[src/rtl/stdp_pkg.sv]
package stdp_pkg;

    localparam int DEF_WIN_W = 4;

    typedef struct packed {
        logic pot;
        logic dep;
    } stdp_evt_t;

    // Weakening wins when both orderings are seen in one step.
    function automatic stdp_evt_t resolve_evt(input logic pot_raw, input logic dep_raw);
        stdp_evt_t e;
        e.dep = dep_raw;
        e.pot = pot_raw & ~dep_raw;
        return e;
    endfunction

endpackage

[src/rtl/stdp_hist.sv]
module stdp_hist #(
    parameter int WIN_W = stdp_pkg::DEF_WIN_W
) (
    input  logic             clk,
    input  logic             rst,
    input  logic             step,
    input  logic             spk,
    input  logic             clr,
    input  logic [WIN_W-1:0] win_len,
    output logic             armed
);
    logic             armed_q;
    logic [WIN_W-1:0] cnt_q;

    always_ff @(posedge clk) begin
        if (rst) begin
            armed_q <= 1'b0;
            cnt_q   <= '0;
        end else if (step) begin
            if (clr) begin
                armed_q <= 1'b0;
                cnt_q   <= '0;
            end else if (spk) begin
                armed_q <= 1'b1;
                cnt_q   <= win_len;
            end else if (armed_q) begin
                if (cnt_q == '0) armed_q <= 1'b0;
                else             cnt_q   <= cnt_q - 1'b1;
            end
        end
    end

    assign armed = armed_q;

    assert_hold_nostep_R9: assert property (@(posedge clk) disable iff (rst)
        !step |=> $stable(armed));
    assert_clear_on_evt_R7: assert property (@(posedge clk) disable iff (rst)
        (step && clr) |=> !armed);

endmodule

[src/rtl/stdp_gate.sv]
module stdp_gate
    import stdp_pkg::*;
(
    input  logic      clk,
    input  logic      rst,
    input  logic      step,
    input  stdp_evt_t evt,
    output logic      gate,
    output logic      pot_evt,
    output logic      dep_evt
);
    always_ff @(posedge clk) begin
        if (rst) begin
            gate    <= 1'b0;
            pot_evt <= 1'b0;
            dep_evt <= 1'b0;
        end else begin
            pot_evt <= step & evt.pot;
            dep_evt <= step & evt.dep;
            if (step) begin
                if (evt.dep)      gate <= 1'b0;
                else if (evt.pot) gate <= 1'b1;
            end
        end
    end

    assert_gate_open_R4: assert property (@(posedge clk) disable iff (rst)
        (step && evt.pot) |=> gate);
    assert_gate_close_R5: assert property (@(posedge clk) disable iff (rst)
        (step && evt.dep) |=> !gate);
    assert_flags_excl_R6: assert property (@(posedge clk) disable iff (rst)
        !(pot_evt && dep_evt));

endmodule

[src/rtl/stdp_relay.sv]
module stdp_relay (
    input  logic clk,
    input  logic rst,
    input  logic step,
    input  logic pre_spk,
    input  logic gate,
    output logic relay_spk
);
    logic stage_q;

    always_ff @(posedge clk) begin
        if (rst) begin
            stage_q   <= 1'b0;
            relay_spk <= 1'b0;
        end else if (step) begin
            stage_q   <= pre_spk & gate;
            relay_spk <= stage_q;
        end
    end

    assert_relay_edge_R8: assert property (@(posedge clk) disable iff (rst)
        $rose(relay_spk) |-> $past(step));

endmodule

[src/rtl/stdp_synapse.sv]
module stdp_synapse
    import stdp_pkg::*;
#(
    parameter int WIN_W = DEF_WIN_W
) (
    input  logic             clk,
    input  logic             rst,
    input  logic             step,
    input  logic             pre_spk,
    input  logic             post_spk,
    input  logic [WIN_W-1:0] win_len,
    output logic             relay_spk,
    output logic             gate,
    output logic             pot_evt,
    output logic             dep_evt
);
    logic      pre_armed, post_armed;
    stdp_evt_t evt;
    logic      evt_any;

    assign evt     = resolve_evt(post_spk & pre_armed, pre_spk & post_armed);
    assign evt_any = evt.pot | evt.dep;

    stdp_hist #(.WIN_W(WIN_W)) u_pre_hist (
        .clk(clk), .rst(rst), .step(step), .spk(pre_spk),
        .clr(evt_any), .win_len(win_len), .armed(pre_armed)
    );

    stdp_hist #(.WIN_W(WIN_W)) u_post_hist (
        .clk(clk), .rst(rst), .step(step), .spk(post_spk),
        .clr(evt_any), .win_len(win_len), .armed(post_armed)
    );

    stdp_gate u_gate (
        .clk(clk), .rst(rst), .step(step), .evt(evt),
        .gate(gate), .pot_evt(pot_evt), .dep_evt(dep_evt)
    );

    stdp_relay u_relay (
        .clk(clk), .rst(rst), .step(step), .pre_spk(pre_spk),
        .gate(gate), .relay_spk(relay_spk)
    );

    assert_pot_opens_R4: assert property (@(posedge clk) disable iff (rst)
        pot_evt |-> gate);
    assert_dep_closes_R5: assert property (@(posedge clk) disable iff (rst)
        dep_evt |-> !gate);
    assert_reset_idle_R1: assert property (@(posedge clk)
        $past(rst) |-> (!gate && !pot_evt && !dep_evt && !relay_spk && !pre_armed && !post_armed));

endmodule

[config.mk]
export PLATFORM = sky130hd
export DESIGN_NAME = stdp_synapse
export DESIGN_NICKNAME = d
export VERILOG_FILES = /design/src/rtl/stdp_pkg.sv /design/src/rtl/stdp_hist.sv /design/src/rtl/stdp_gate.sv /design/src/rtl/stdp_relay.sv /design/src/rtl/stdp_synapse.sv
export SDC_FILE = /design/constraint.sdc
export NUM_CORES = 1
export LEC_CHECK = 0
export ABC_AREA = 1
export BUFFER_PORTS_ARGS = -buffer_cell sky130_fd_sc_hd__buf_2
export CORE_MARGIN = 2
export CORE_UTILIZATION = 40
export CTS_BUF_LIST = sky130_fd_sc_hd__clkbuf_8 sky130_fd_sc_hd__clkbuf_16
export CTS_CLUSTER_DIAMETER = 100
export DETAILED_ROUTE_END_ITERATION = 10
export PLACE_DENSITY_LB_ADDON = 0.25
export SETUP_SLACK_MARGIN = 0.05
export SLEW_MARGIN = 20
export SYNTH_ARGS = -nofsm -noshare
export SYNTH_HDL_FRONTEND = slang
export SYNTH_HIERARCHICAL = 1
export SYNTH_SLANG_ARGS = --single-unit
[constraint.sdc]
create_clock -name clk -period 2.5 [get_ports clk]
set_clock_uncertainty 0.2 [all_clocks]
set_input_delay 0.5 -clock clk [delete_from_list [all_inputs] [get_ports clk]]
set_output_delay 0.5 -clock clk [all_outputs]
set_load 0.02 [all_outputs]
After elaboration in Yosys (flattened, before gate mapping). Index checks and enable logic that the tools add are counted.

Bits of input ports: 9. Output and inout bits: 4. Word-level logic and storage cells: 47. Flip-flop bits (word level): 15.

Reductions and logical operators: 8. Bitwise gates (word level): 8. Eq/ne operators: 2. Multiplexer cells: 18. Add/sub/neg operators: 2.

Operator list (count): two-way mux 4 bit (8); two-way mux 1 bit (10); logical NOT 4 bit (2); subtractor 4 x 1 -> 4 bit (second input constant) (2); AND 1 bit (6); inequality test 3 bit (second input constant) (2); AND reduction 3 bit (2); nonzero test 3 bit (2); AND reduction 2 bit (1); nonzero test 2 bit (1); NOT 1 bit (1); OR 1 bit (1).

Logic depth before layout (Yosys ltp). Gate-level depths: netlist of the first run.

Depth in word-level cells: 6. Mapped depth: 7. Mapped depth without buffers: 7.

By module. The synthesis of the first run kept the hierarchy.

Modules (own cells, without submodules): stdp_hist (times used 2, area each 355.3 µm², cells each 52, seq. area each 100.1 µm²); stdp_gate (times used 1, area each 91.3 µm², cells each 11, seq. area each 60.1 µm²); stdp_relay (times used 1, area each 77.6 µm², cells each 10, seq. area each 40.0 µm²); stdp_synapse (times used 1, area each 23.8 µm², cells each 5, seq. area each 0.0 µm²).

Worst setup path after synthesis of the first run. OpenSTA, ideal clock, no wires.

Kind: input to register. Start: input post_spk. End: register u_post_hist.cnt_q[3]. Buffers on the path: 0. Arrival: 1183 ps. Setup slack: 1047 ps. Library setup time: 70 ps. Cell stages on the path: 7. Data required time: 2230 ps. Cells stage by stage: nand2_1 -> nand2_1 -> inv_1 -> nand2_1 -> a21oi_4 -> nand2_1 -> a21oi_1.

Cells in the longest elaborated chain, start to end: 5. Elaborated cells between the ends (all ways): 8. Classes of those cells: 1 x eq/ne; 2 x mux; 3 x bitwise; 2 x reduce/logical.

RTL lines: start, declared (line stdp_synapse.sv:10) `input logic post_spk,`; AND 1 bit * (line stdp_synapse.sv:21) `assign evt = resolve_evt(post_spk & pre_armed, pre_spk & post_armed);`; AND 1 bit * (line stdp_pkg.sv:14) `e.pot = pot_raw & ~dep_raw;`; OR 1 bit * (line stdp_synapse.sv:22) `assign evt_any = evt.pot | evt.dep;`; named net evt_any (line stdp_synapse.sv:19) `logic evt_any;`; inequality test 3 bit (no source line) / nonzero test 3 bit (equally long branches); AND reduction 3 bit (no source line); end signal, assigned (line stdp_hist.sv:25) `cnt_q <= win_len;`; end signal, assigned (line stdp_hist.sv:28) `else cnt_q <= cnt_q - 1'b1;`; end, declared (line stdp_hist.sv:13) `logic [WIN_W-1:0] cnt_q;`.

The timed path passes the listed nets; every way through them passes the cells marked *. A chain may end at the register's enable or synchronous reset.

Final worst setup path of the first run.
Start: input post_spk. End: register u_post_hist.cnt_q[2].

The elaborated chain is that of the path after synthesis.

==> reports/metrics.cfg, run 1 <==
[placed_design]
placed_cells_incl_taps = 168
dp_hpwl_um = 1303
portBuffers = 12
place.gp.congestion = 0.8424
pre_cts_ws_ns = 0.7345
placed_area_um2 = 975.9

[clock_network]
clk_latency_ns = 0.24
cts_tree = done
numCtsBuffers = 3
h-tree-depth = 1
postCtsHoldBufs = 0
clkTransAtPathRegs_ns = 0.06
post_cts_resized = 0
clockBufferDepth = 2
cts_root_buf = clkbuf_8
cts.sinks = 15
postCtsSetupBuffers = 0

[logic_synthesis]
synth-seq-cells = 15
syn-cell-area_um2 = 903.4
synthCells = 130
syn-num-nets = 143
ys_types = 18
synth_area_per_cell_um2 = 6.949
yosysWarnings = 6
yosysSeqAreaShare_pct = 33.24

[final_layout]
finalNonFillerCells = 172
syn_to_final_growth_pct = 13.02
final_nets = 158
design_area_um2 = 1021
antenna_cells = 0
final_common_cell = nand2_1
drive_gt1_share_pct = 21.53
final_cell_mix = 39 x nand2_1, 16 x inv_1, 15 x dfxtp_1
fin_util_pct = 47.06

[sta]
slew_viol_final = 0
setup_slack_ns = 0.9804
rsz0062_at_grt = no
finalHoldViolations = 0
period_share_pct = 60.78
setup_viol = 0
fmax_ghz = 0.6581
finalSetupTns_ns = 0
relSlewSlack_pct = 82.66
min_period_ns = 1.520
worst_slew_pin_slew_ns = 0.2600

[global_routing]
first_global_vias = 724
antenna_found_initial = 0
grt_pass1_wl_um = 3077
track_usage_pct = 15.22
grt_max_degree = 15
gr-total-overflow = 0

[floorplan]
core_um2 = 2170
core.rowCount = 17
die_w_um = 51.52
ios = 13
die_h_um = 51.52
die-area_um2 = 2654
start_util_pct = 41.64

[routing]
drt_iter0_drc = 25
wl_per_cell_um = 9.756
drt_wl_total_um = 1678
routed_via_density = 4.547
drc_errors = 0
num_vias = 782
ant_nets = 0
firstDrtPassIters = 4

[setup_path]
worstSetupStartpointType = primary input
path_class = in2reg
ff2ff_setup_slack_ns = 1.06
crit_path_max_fanout = 10
cp.required_ns = 2.48
worst_setup_path_end_kind = flip-flop
crit_arrival_ns = 1.50

[status]
status = complete, no violations

[run]
maxCapViolations = 0

[pwr]
leakage_nw = 0.4716
max-vdd-ir-drop_uv = 295.1
p_per_area_nw_per_um2 = 566.0

[hold_path]
worstHoldPathType = reg2reg

## metrics by stage
stage,total power (W),hold WS [ns]
finish,0.0005779,0.2819
global route,0.0006230,0.3130
CTS,0.0005872,0.2853
detailed placement,0.0003958,0.2741
global placement,0.0003944,0.2560
floorplan,0.0003666,0.2488
## cells in the mapped netlist
cell     number  area (µm²)
nor2_2        1       6.260
a21oi_2       1       8.760
nor2_4        2       22.52
nor2_1       14       52.55
a21oi_1       9       45.04
dfxtp_1      15       300.3
inv_1        15       56.30
nand2_1      39       146.4
buf_6         2       22.52
nand3_1       4       20.02
o21ai_0       8       40.04
a21oi_4       2       32.53
inv_2         3       11.26
nand3_2       4       40.04
ha_1          4       50.05
nand2_2       3       18.77
nand4_1       2       12.51
xnor2_1       2       17.52
## routing by layer
| metal | share of wire, % | GRT usage, % |
|---|---|---|
| met1 | 52 | 19.93 |
| met3 | 1.9 | 2.586 |
| met5 | 0 | 0 |
| met4 | 0.60 | 6.579 |
| met2 | 45 | 24.57 |
## state kept, by name (all words and copies together) (netlist names)
signal,count
u_relay/relay_spk,1
u_gate/dep_evt,1
u_pre_hist/armed,1
u_gate/pot_evt,1
u_relay/stage_q,1
u_post_hist/cnt_q,4
u_post_hist/armed,1
u_pre_hist/cnt_q,4
u_gate/gate,1
## worst max-delay path: stages
cell and delay, ns:
buf_2 0.17, nand2_1 0.11, nand2_1 0.16, inv_1 0.09, nand2_1 0.08, a21oi_4 0.18, nand2_1 0.08, a21oi_1 0.12
## cell type report
type | instances | area [µm²]
Timing Repair Buffer | 12 | 60.06
Clock inverter | 1 | 3.754
Multi-Input combinational cell | 95 | 513.0
Tap cell | 28 | 35.03
Clock buffer | 3 | 41.29
Fill cell | 222 | 1149
Inverter | 18 | 67.56
Sequential cell | 15 | 300.3
## logic make-up (layout without fill, tap and decap cells)
| kind of cell | after synthesis | in the layout | share of synthesized area (%) |
|---|---|---|---|
| adder cells (fa/ha/maj) | 4 | 4 | 5.540 |
| AND/OR/NAND/NOR | 69 | 69 | 35.32 |
| AO/OA/AOI/OAI | 20 | 20 | 13.99 |
| XOR/XNOR | 2 | 2 | 1.939 |
| buffers and inverters | 20 | 34 | 9.972 |
| flip-flops | 15 | 15 | 33.24 |
## report_power, final
| part | internal (W) | total [W] | switching [W] |
|---|---|---|---|
| Clock | 0.000108 | 0.000187 | 0.0000782 |
| Sequential | 0.000253 | 0.000265 | 0.0000115 |
| Combinational | 0.0000494 | 0.000127 | 0.0000772 |
| Total | 0.000411 | 0.000578 | 0.000167 |
## path summary, 6_finish.rpt
path / start / end / cells after the start
worst max-delay path: post_spk / u_post_hist/cnt_q[2] / 8
worst min-delay path: u_post_hist/cnt_q[0] / u_post_hist/cnt_q[0] / 2
worst max register to register: u_pre_hist/cnt_q[0] / u_pre_hist/cnt_q[1] / 7
worst min register to register: u_post_hist/cnt_q[0] / u_post_hist/cnt_q[0] / 2
Power figures use the tool's default switching activity.
==> inputs of run 2 (changes only) <==
- clock period: 2.5 -> 1.4 ns (I/O delays scaled with it)
==> reports/metrics.cfg, run 2 (synthesis results as in run 1) <==
[final_layout]
design_area_um2 = 1155  ; was 1021 µm²
antenna_cells = 0  ; unchanged
drive_gt1_share_pct = 37.42  ; was 21.53%
final_cell_mix = 36 x nand2_1, 14 x nor2_1, 12 x inv_1, 12 x buf_2, 11 x buf_4  ; was 39 x nand2_1, 16 x inv_1, 15 x dfxtp_1
final_nets = 169  ; was 158
syn_to_final_growth_pct = 27.84  ; was 13.02%
largestRegisters = u_post_hist/cnt_q x4, u_pre_hist/cnt_q x4  ; unchanged
finalNonFillerCells = 183  ; was 172
final_common_cell = nand2_1  ; unchanged

[setup_path]
cp.depth = 7  ; was 8
critPathMaxStageDelay_ns = 0.35  ; was 0.18 ns
worst_setup_path_end_kind = flip-flop  ; unchanged
crit_arrival_ns = 1.30  ; was 1.50 ns
crit_path_max_fanout = 5  ; was 10
path_class = reg2reg  ; was in2reg
timing.rr.start = u_pre_hist/cnt_q[0]  ; unchanged
worstSetupStartpointType = flip-flop  ; was primary input
crit_chain = inv_2 -> ha_4 -> nand3_2 -> nand2_2 -> a21oi_4 -> nand2_1 -> a21oi_1  ; was buf_2 -> nand2_1 -> nand2_1 -> inv_1 -> nand2_1 -> a21oi_4 -> nand2_1 -> a21oi_1
path_delay_family = flip-flops  ; was simple AND/OR/NAND/NOR gates
cp_slowest_cell = dfxtp_2  ; was a21oi_4
rr_endpoint = u_pre_hist/cnt_q[1]  ; unchanged
cp_num_buf_inv = 1  ; was 2
ff2ff_setup_slack_ns = 0.07  ; was 1.06 ns
r2r_cells = 7  ; unchanged
cp.required_ns = 1.37  ; was 2.48 ns

[hold_path]
min_to = u_pre_hist/armed  ; was u_post_hist/cnt_q[0]
worstHoldPathType = in2reg  ; was reg2reg
hold_path_depth = 2  ; unchanged
min_from = rst  ; was u_post_hist/cnt_q[0]

[placed_design]
place.gp.congestion = 0.8025  ; was 0.8424
placed_area_um2 = 1051  ; was 975.9 µm²
pre_cts_ws_ns = -0.03067  ; was 0.7345 ns
portBuffers = 12  ; unchanged
dp_hpwl_um = 1426  ; was 1303 µm
placed_cells_incl_taps = 178  ; was 168

[pwr]
leakage_nw = 0.5308  ; was 0.4716 nW
max-vdd-ir-drop_uv = 531.3  ; was 295.1 µV
total_power_w = 0.001094  ; was 0.0005779 W
p_per_area_nw_per_um2 = 947.0  ; was 566.0 nW/µm²

[sta]
min_period_ns = 1.332
rsz0062_at_grt = yes  ; was no
period_share_pct = 95.15
finalSetupTns_ns = 0  ; unchanged
worst_slew_pin_slew_ns = 0.2830  ; was 0.2600 ns
relSlewSlack_pct = 81.13  ; was 82.66%
setup_viol = 0  ; unchanged
slew_viol_final = 0  ; unchanged
finalHoldViolations = 0  ; unchanged
setup_slack_ns = 0.06795  ; was 0.9804 ns
fmax_ghz = 0.7507

[routing]
drt_wl_total_um = 1905  ; was 1678 µm
firstDrtPassIters = 4  ; unchanged
drt_iter0_drc = 22  ; was 25
num_vias = 821  ; was 782
routed_via_density = 4.486  ; was 4.547
drc_errors = 0  ; unchanged
ant_nets = 0  ; unchanged
wl_per_cell_um = 10.41  ; was 9.756 µm

[floorplan]
die_w_um = 51.52  ; unchanged
core.rowCount = 17  ; unchanged
die-area_um2 = 2654  ; unchanged
start_util_pct = 41.64  ; unchanged
ios = 13  ; unchanged
core_um2 = 2170  ; unchanged
die_h_um = 51.52  ; unchanged

[status]
status = complete, no violations  ; unchanged

[clock_network]
cts_root_buf = clkbuf_8  ; unchanged
cts_tree = done  ; unchanged
clk_latency_ns = 0.24  ; about the same
clockBufferDepth = 2  ; unchanged
h-tree-depth = 1  ; unchanged
clkTransAtPathRegs_ns = 0.06  ; about the same
cts.sinks = 15  ; unchanged
numCtsBuffers = 3  ; unchanged

[global_routing]
antenna_found_initial = 0  ; unchanged
track_usage_pct = 16.44  ; was 15.22%
grt_max_degree = 15  ; unchanged
first_global_vias = 776  ; was 724
gr-total-overflow = 0  ; unchanged
grt_pass1_wl_um = 3249  ; was 3077 µm

[run]
maxCapViolations = 0  ; unchanged

-- run 2: layout make-up --
type                    count  area [µm²]
flip-flops and latches     15       306.5
inverters                  18       67.56
well taps                  28       35.03
fillers                   221        1015
multi-input cells          95       558.0
repair buffers             23       142.6
clock inverters             1       3.754
clock buffers               3       41.29
-- run 2: metal layers --
metal | routed length, µm | vias to the layer above | global-route usage, %
li1 | - | 454 | -
met4 | 16 | 0 | 5.702
met2 | 918 | 3 | 28.21
met1 | 944 | 362 | 20.32
met3 | 26 | 2 | 3.448
met5 | 0 | - | 0
-- run 2: worst register-to-register path, stage by stage, from the launching register on --
cell     delay (ns)
dfxtp_2        0.35
inv_2          0.06
ha_4           0.16
nand3_2        0.07
nand2_2        0.06
a21oi_4        0.17
nand2_1        0.08
a21oi_1        0.12
-- run 2: timing repair --
action,4_1_cts,5_1_grt
hold buffers,0,0
setup buffers,1,0
pin swaps,6,7
endpoints found under the hold margin,0,0
setup endpoints to repair,9,9
gates resized for setup,12,10
-- run 2: metrics by stage --
step                      hold WS (ns)  util [%]
after global placement          0.2659     48.44
final                           0.1781     53.23
after CTS                       0.1740     52.31
after global routing            0.1805     53.23
after floorplan                 0.1491         -
after detailed placement        0.2713     48.44
-- run 2: worst max-delay path by stage --
stage                               startpoint              endpoint  slack, ns
after CTS                  u_pre_hist/cnt_q[1]   u_pre_hist/cnt_q[1]       0.05
final                      u_pre_hist/cnt_q[0]   u_pre_hist/cnt_q[1]       0.07
after detailed placement   u_pre_hist/cnt_q[0]   u_pre_hist/cnt_q[1]      -0.03
after global routing       u_pre_hist/cnt_q[0]   u_pre_hist/cnt_q[0]      -0.02
after floorplan           u_post_hist/cnt_q[0]  u_post_hist/cnt_q[3]       0.09
after global placement                post_spk  u_post_hist/cnt_q[1]      -0.03
-- run 2: power by group --
part,leakage [nW],internal [W],total (W),switching (W)
Sequential,0.125,0.000454,0.000475,0.0000206
Clock,0.0269,0.000194,0.000343,0.000149
Combinational,0.379,0.000119,0.000276,0.000157
==> inputs of run 3 (changes only) <==
- ABC_AREA: 1 -> 0
==> reports/metrics.cfg, run 3 <==
[status]
status = finished, violations left  ; was complete, no violations
violations = negative setup slack

[setup_path]
crit_arrival_ns = 1.77  ; was 1.30 ns
path_class = reg2reg  ; unchanged
crit_chain = inv_2 -> ha_4 -> or3b_1 -> a211o_1 -> a21oi_4 -> a221o_1  ; was inv_2 -> ha_4 -> nand3_2 -> nand2_2 -> a21oi_4 -> nand2_1 -> a21oi_1
cp_num_buf_inv = 1  ; unchanged
worstSetupStartpointType = flip-flop  ; unchanged
path_delay_family = compound AO/OA/AOI/OAI gates  ; was flip-flops
cp.required_ns = 1.40  ; was 1.37 ns
cp_slowest_cell = or3b_1  ; was dfxtp_2
crit_path_max_fanout = 4  ; was 5
critPathMaxStageDelay_ns = 0.34  ; was 0.35 ns
worst_setup_path_end_kind = flip-flop  ; unchanged

[clock_network]
clockBufferDepth = 2  ; unchanged
numCtsBuffers = 3  ; unchanged
cts_tree = done  ; unchanged
clkTransAtPathRegs_ns = 0.06  ; about the same
postCtsHoldBufs = 0  ; unchanged
cts_root_buf = clkbuf_8  ; unchanged
h-tree-depth = 1  ; unchanged
clk_latency_ns = 0.25  ; was 0.24 ns
cts.sinks = 15  ; unchanged

[floorplan]
start_util_pct = 43.13  ; was 41.64%
die_w_um = 50.46  ; was 51.52 µm
core.rowCount = 16  ; was 17
die-area_um2 = 2546  ; was 2654 µm²
core_um2 = 2002  ; was 2170 µm²
ios = 13  ; unchanged
die_h_um = 50.46  ; was 51.52 µm

[final_layout]
largestRegisters = u_post_hist/cnt_q x4, u_pre_hist/cnt_q x4  ; unchanged
num-fill-cells = 177  ; was 221
final_common_cell = buf_4  ; was nand2_1
design_area_um2 = 1230  ; was 1155 µm²
drive_gt1_share_pct = 48.06  ; was 37.42%
register_area_um2 = 305.3  ; was 306.5 µm²
antenna_cells = 0  ; unchanged
final_cell_mix = 25 x buf_4, 12 x buf_2, 11 x dfxtp_1  ; was 36 x nand2_1, 14 x nor2_1, 12 x inv_1, 12 x buf_2, 11 x buf_4
multi_input_area_um2 = 581.8  ; was 558.0 µm²
final_nets = 143  ; was 169
syn_to_final_growth_pct = 42.46  ; was 27.84%

[sta]
setup_viol = 8  ; was 0
rsz0062_at_grt = yes  ; unchanged
min_period_ns = 1.769  ; was 1.332 ns
worst_slew_pin_slew_ns = 0.4202  ; was 0.2830 ns
relSlewSlack_pct = 71.75  ; was 81.13%
slew_viol_final = 0  ; unchanged
fmax_ghz = 0.5654  ; was 0.7507 GHz
finalSetupTns_ns = -2.879  ; was 0 ns
setup_slack_ns = -0.3686  ; was 0.06795 ns
holdWs_ns = 0.1598  ; was 0.1781 ns
finalHoldViolations = 0  ; unchanged
period_share_pct = 126.3  ; was 95.15%

[global_routing]
grt_pass1_wl_um = 3339  ; was 3249 µm
gr-total-overflow = 0  ; unchanged
grt_max_degree = 15  ; unchanged
first_global_vias = 776  ; unchanged
track_usage_pct = 17.68  ; was 16.44%
antenna_found_initial = 0  ; unchanged

[logic_synthesis]
synth_top_area_share_pct = 34.78  ; was 33.24%
syn-num-nets = 103  ; was 143
yosysTopAreaCell = dfxtp_1  ; unchanged
synth.most_common_cell = dfxtp_1  ; was nand2_1
ys_types = 24  ; was 18
yosysWarnings = 6  ; unchanged
syn-cell-area_um2 = 863.3  ; was 903.4 µm²
synth_area_per_cell_um2 = 9.593  ; was 6.949 µm²
synth-seq-cells = 15  ; unchanged
synth_edf_count = 0  ; unchanged
ys.flop_type = dfxtp_1  ; unchanged
synth_commonest_cells = 15 x dfxtp_1, 10 x nor2_1, 8 x a22o_1, 7 x nand2_1  ; was 39 x nand2_1, 15 x dfxtp_1, 15 x inv_1, 14 x nor2_1, 9 x a21oi_1
synthTopCellsByArea = dfxtp_1 35%, a22o_1 8.1%, and4bb_1 5.8%  ; was dfxtp_1 33%, nand2_1 16%, inv_1 6.2%
synthCells = 90  ; was 130
yosysSeqAreaShare_pct = 34.78  ; was 33.24%
async_flop_share_pct = 0  ; unchanged

[placed_design]
dp_hpwl_um = 1474  ; was 1426 µm
portBuffers = 12  ; unchanged
placed_area_um2 = 1152  ; was 1051 µm²
place.gp.congestion = 0.7833  ; was 0.8025

[routing]
ant_nets = 0  ; unchanged
drt_iter0_drc = 7  ; was 22
firstDrtPassIters = 4  ; unchanged
routed_via_density = 5.276  ; was 4.486
drc_errors = 0  ; unchanged
drt_wl_total_um = 1971  ; was 1905 µm
wl_per_cell_um = 12.63  ; was 10.41 µm
num_vias = 823  ; was 821

[run]
maxCapViolations = 0  ; unchanged

[pwr]
leakage_nw = 0.5650  ; was 0.5308 nW
p_per_area_nw_per_um2 = 902.2  ; was 947.0 nW/µm²
max-vdd-ir-drop_uv = 469.2  ; was 531.3 µV

[hold_path]
worstHoldPathType = in2reg  ; unchanged

## run 3: cell types whose count changed after synthesis, sizes merged, moves of 6 or more
cell	delta
a21oi	-6
a22o	+8
inv	-14
nand2	-35
nand3	-7
nor2	-7
## run 3: area by class of cell
class | instances | area share [%]
multi-input cells | 69 | 47.30
flip-flops and latches | 15 | 24.82
repair buffers | 37 | 20.14
clock buffers | 3 | 3.357
well taps | 27 | 2.747
inverters | 4 | 1.221
clock inverters | 1 | 0.4069
## run 3: power by group
| group | switching (W) | total, W | internal [W] |
|---|---|---|---|
| clock network | 0.000165 | 0.000362 | 0.000198 |
| registers | 0.0000165 | 0.000466 | 0.000450 |
| logic | 0.000130 | 0.000281 | 0.000152 |
## run 3: layer usage
metal	vias to the layer above	share of wire (%)	wire length [µm]	track usage, %
li1	417	-	-	-
met1	387	47	917	20.92
met2	14	48	938	29.17
met3	5	3.3	65	3.571
met4	0	2.5	49	10.81
met5	-	0	0	0
## run 3: metrics by stage
step | power, W | setup WS [ns] | cells | utilization [%]
2_1_floorplan | 0.0006240 | -0.2653 | 90 | -
3_3_place_gp | 0.0007304 | -0.3764 | 151 | 57.56
3_5_place_dp | 0.0007395 | -0.3898 | 151 | 57.56
4_1_cts | 0.001117 | -0.3698 | 156 | 61.00
5_1_grt | 0.001170 | -0.4277 | 156 | 61.44
6_report | 0.001110 | -0.3686 | 156 | 61.44
## run 3: logic make-up after synthesis
| group | count (synthesis) | share of synthesized area [%] |
|---|---|---|
| AO/OA/AOI/OAI | 27 | 25.51 |
| adder cells (fa/ha/maj) | 4 | 5.797 |
| buffers and inverters | 6 | 3.477 |
| flip-flops | 15 | 34.78 |
| multiplexers | 1 | 1.159 |
| AND/OR/NAND/NOR | 37 | 29.28 |
## run 3: repair_timing
| item | in CTS | in global routing |
|---|---|---|
| cloned | 0 | 0 |
| endpoints found under the setup margin | 8 | 10 |
| pin swaps | 1 | 4 |
| resized for setup | 2 | 1 |
| setup buffers | 1 | 0 |
## run 3: worst paths after layout
check | start | to | slack, ns | cells past startpoint
setup / recovery | u_pre_hist/cnt_q[1] | u_pre_hist/cnt_q[3] | -0.37 | 6
hold / removal | win_len[0] | u_post_hist/cnt_q[0] | 0.16 | 4
setup reg to reg | u_pre_hist/cnt_q[1] | u_pre_hist/cnt_q[3] | -0.37 | 6
hold reg to reg | u_relay/stage_q | u_relay/stage_q | 0.28 | 2
## run 3: tightest hold or removal path, cell delays in order
cell and delay [ns]:
buf_2 0.09, nand2_1 0.04, o21ai_0 0.06, a22o_1 0.12
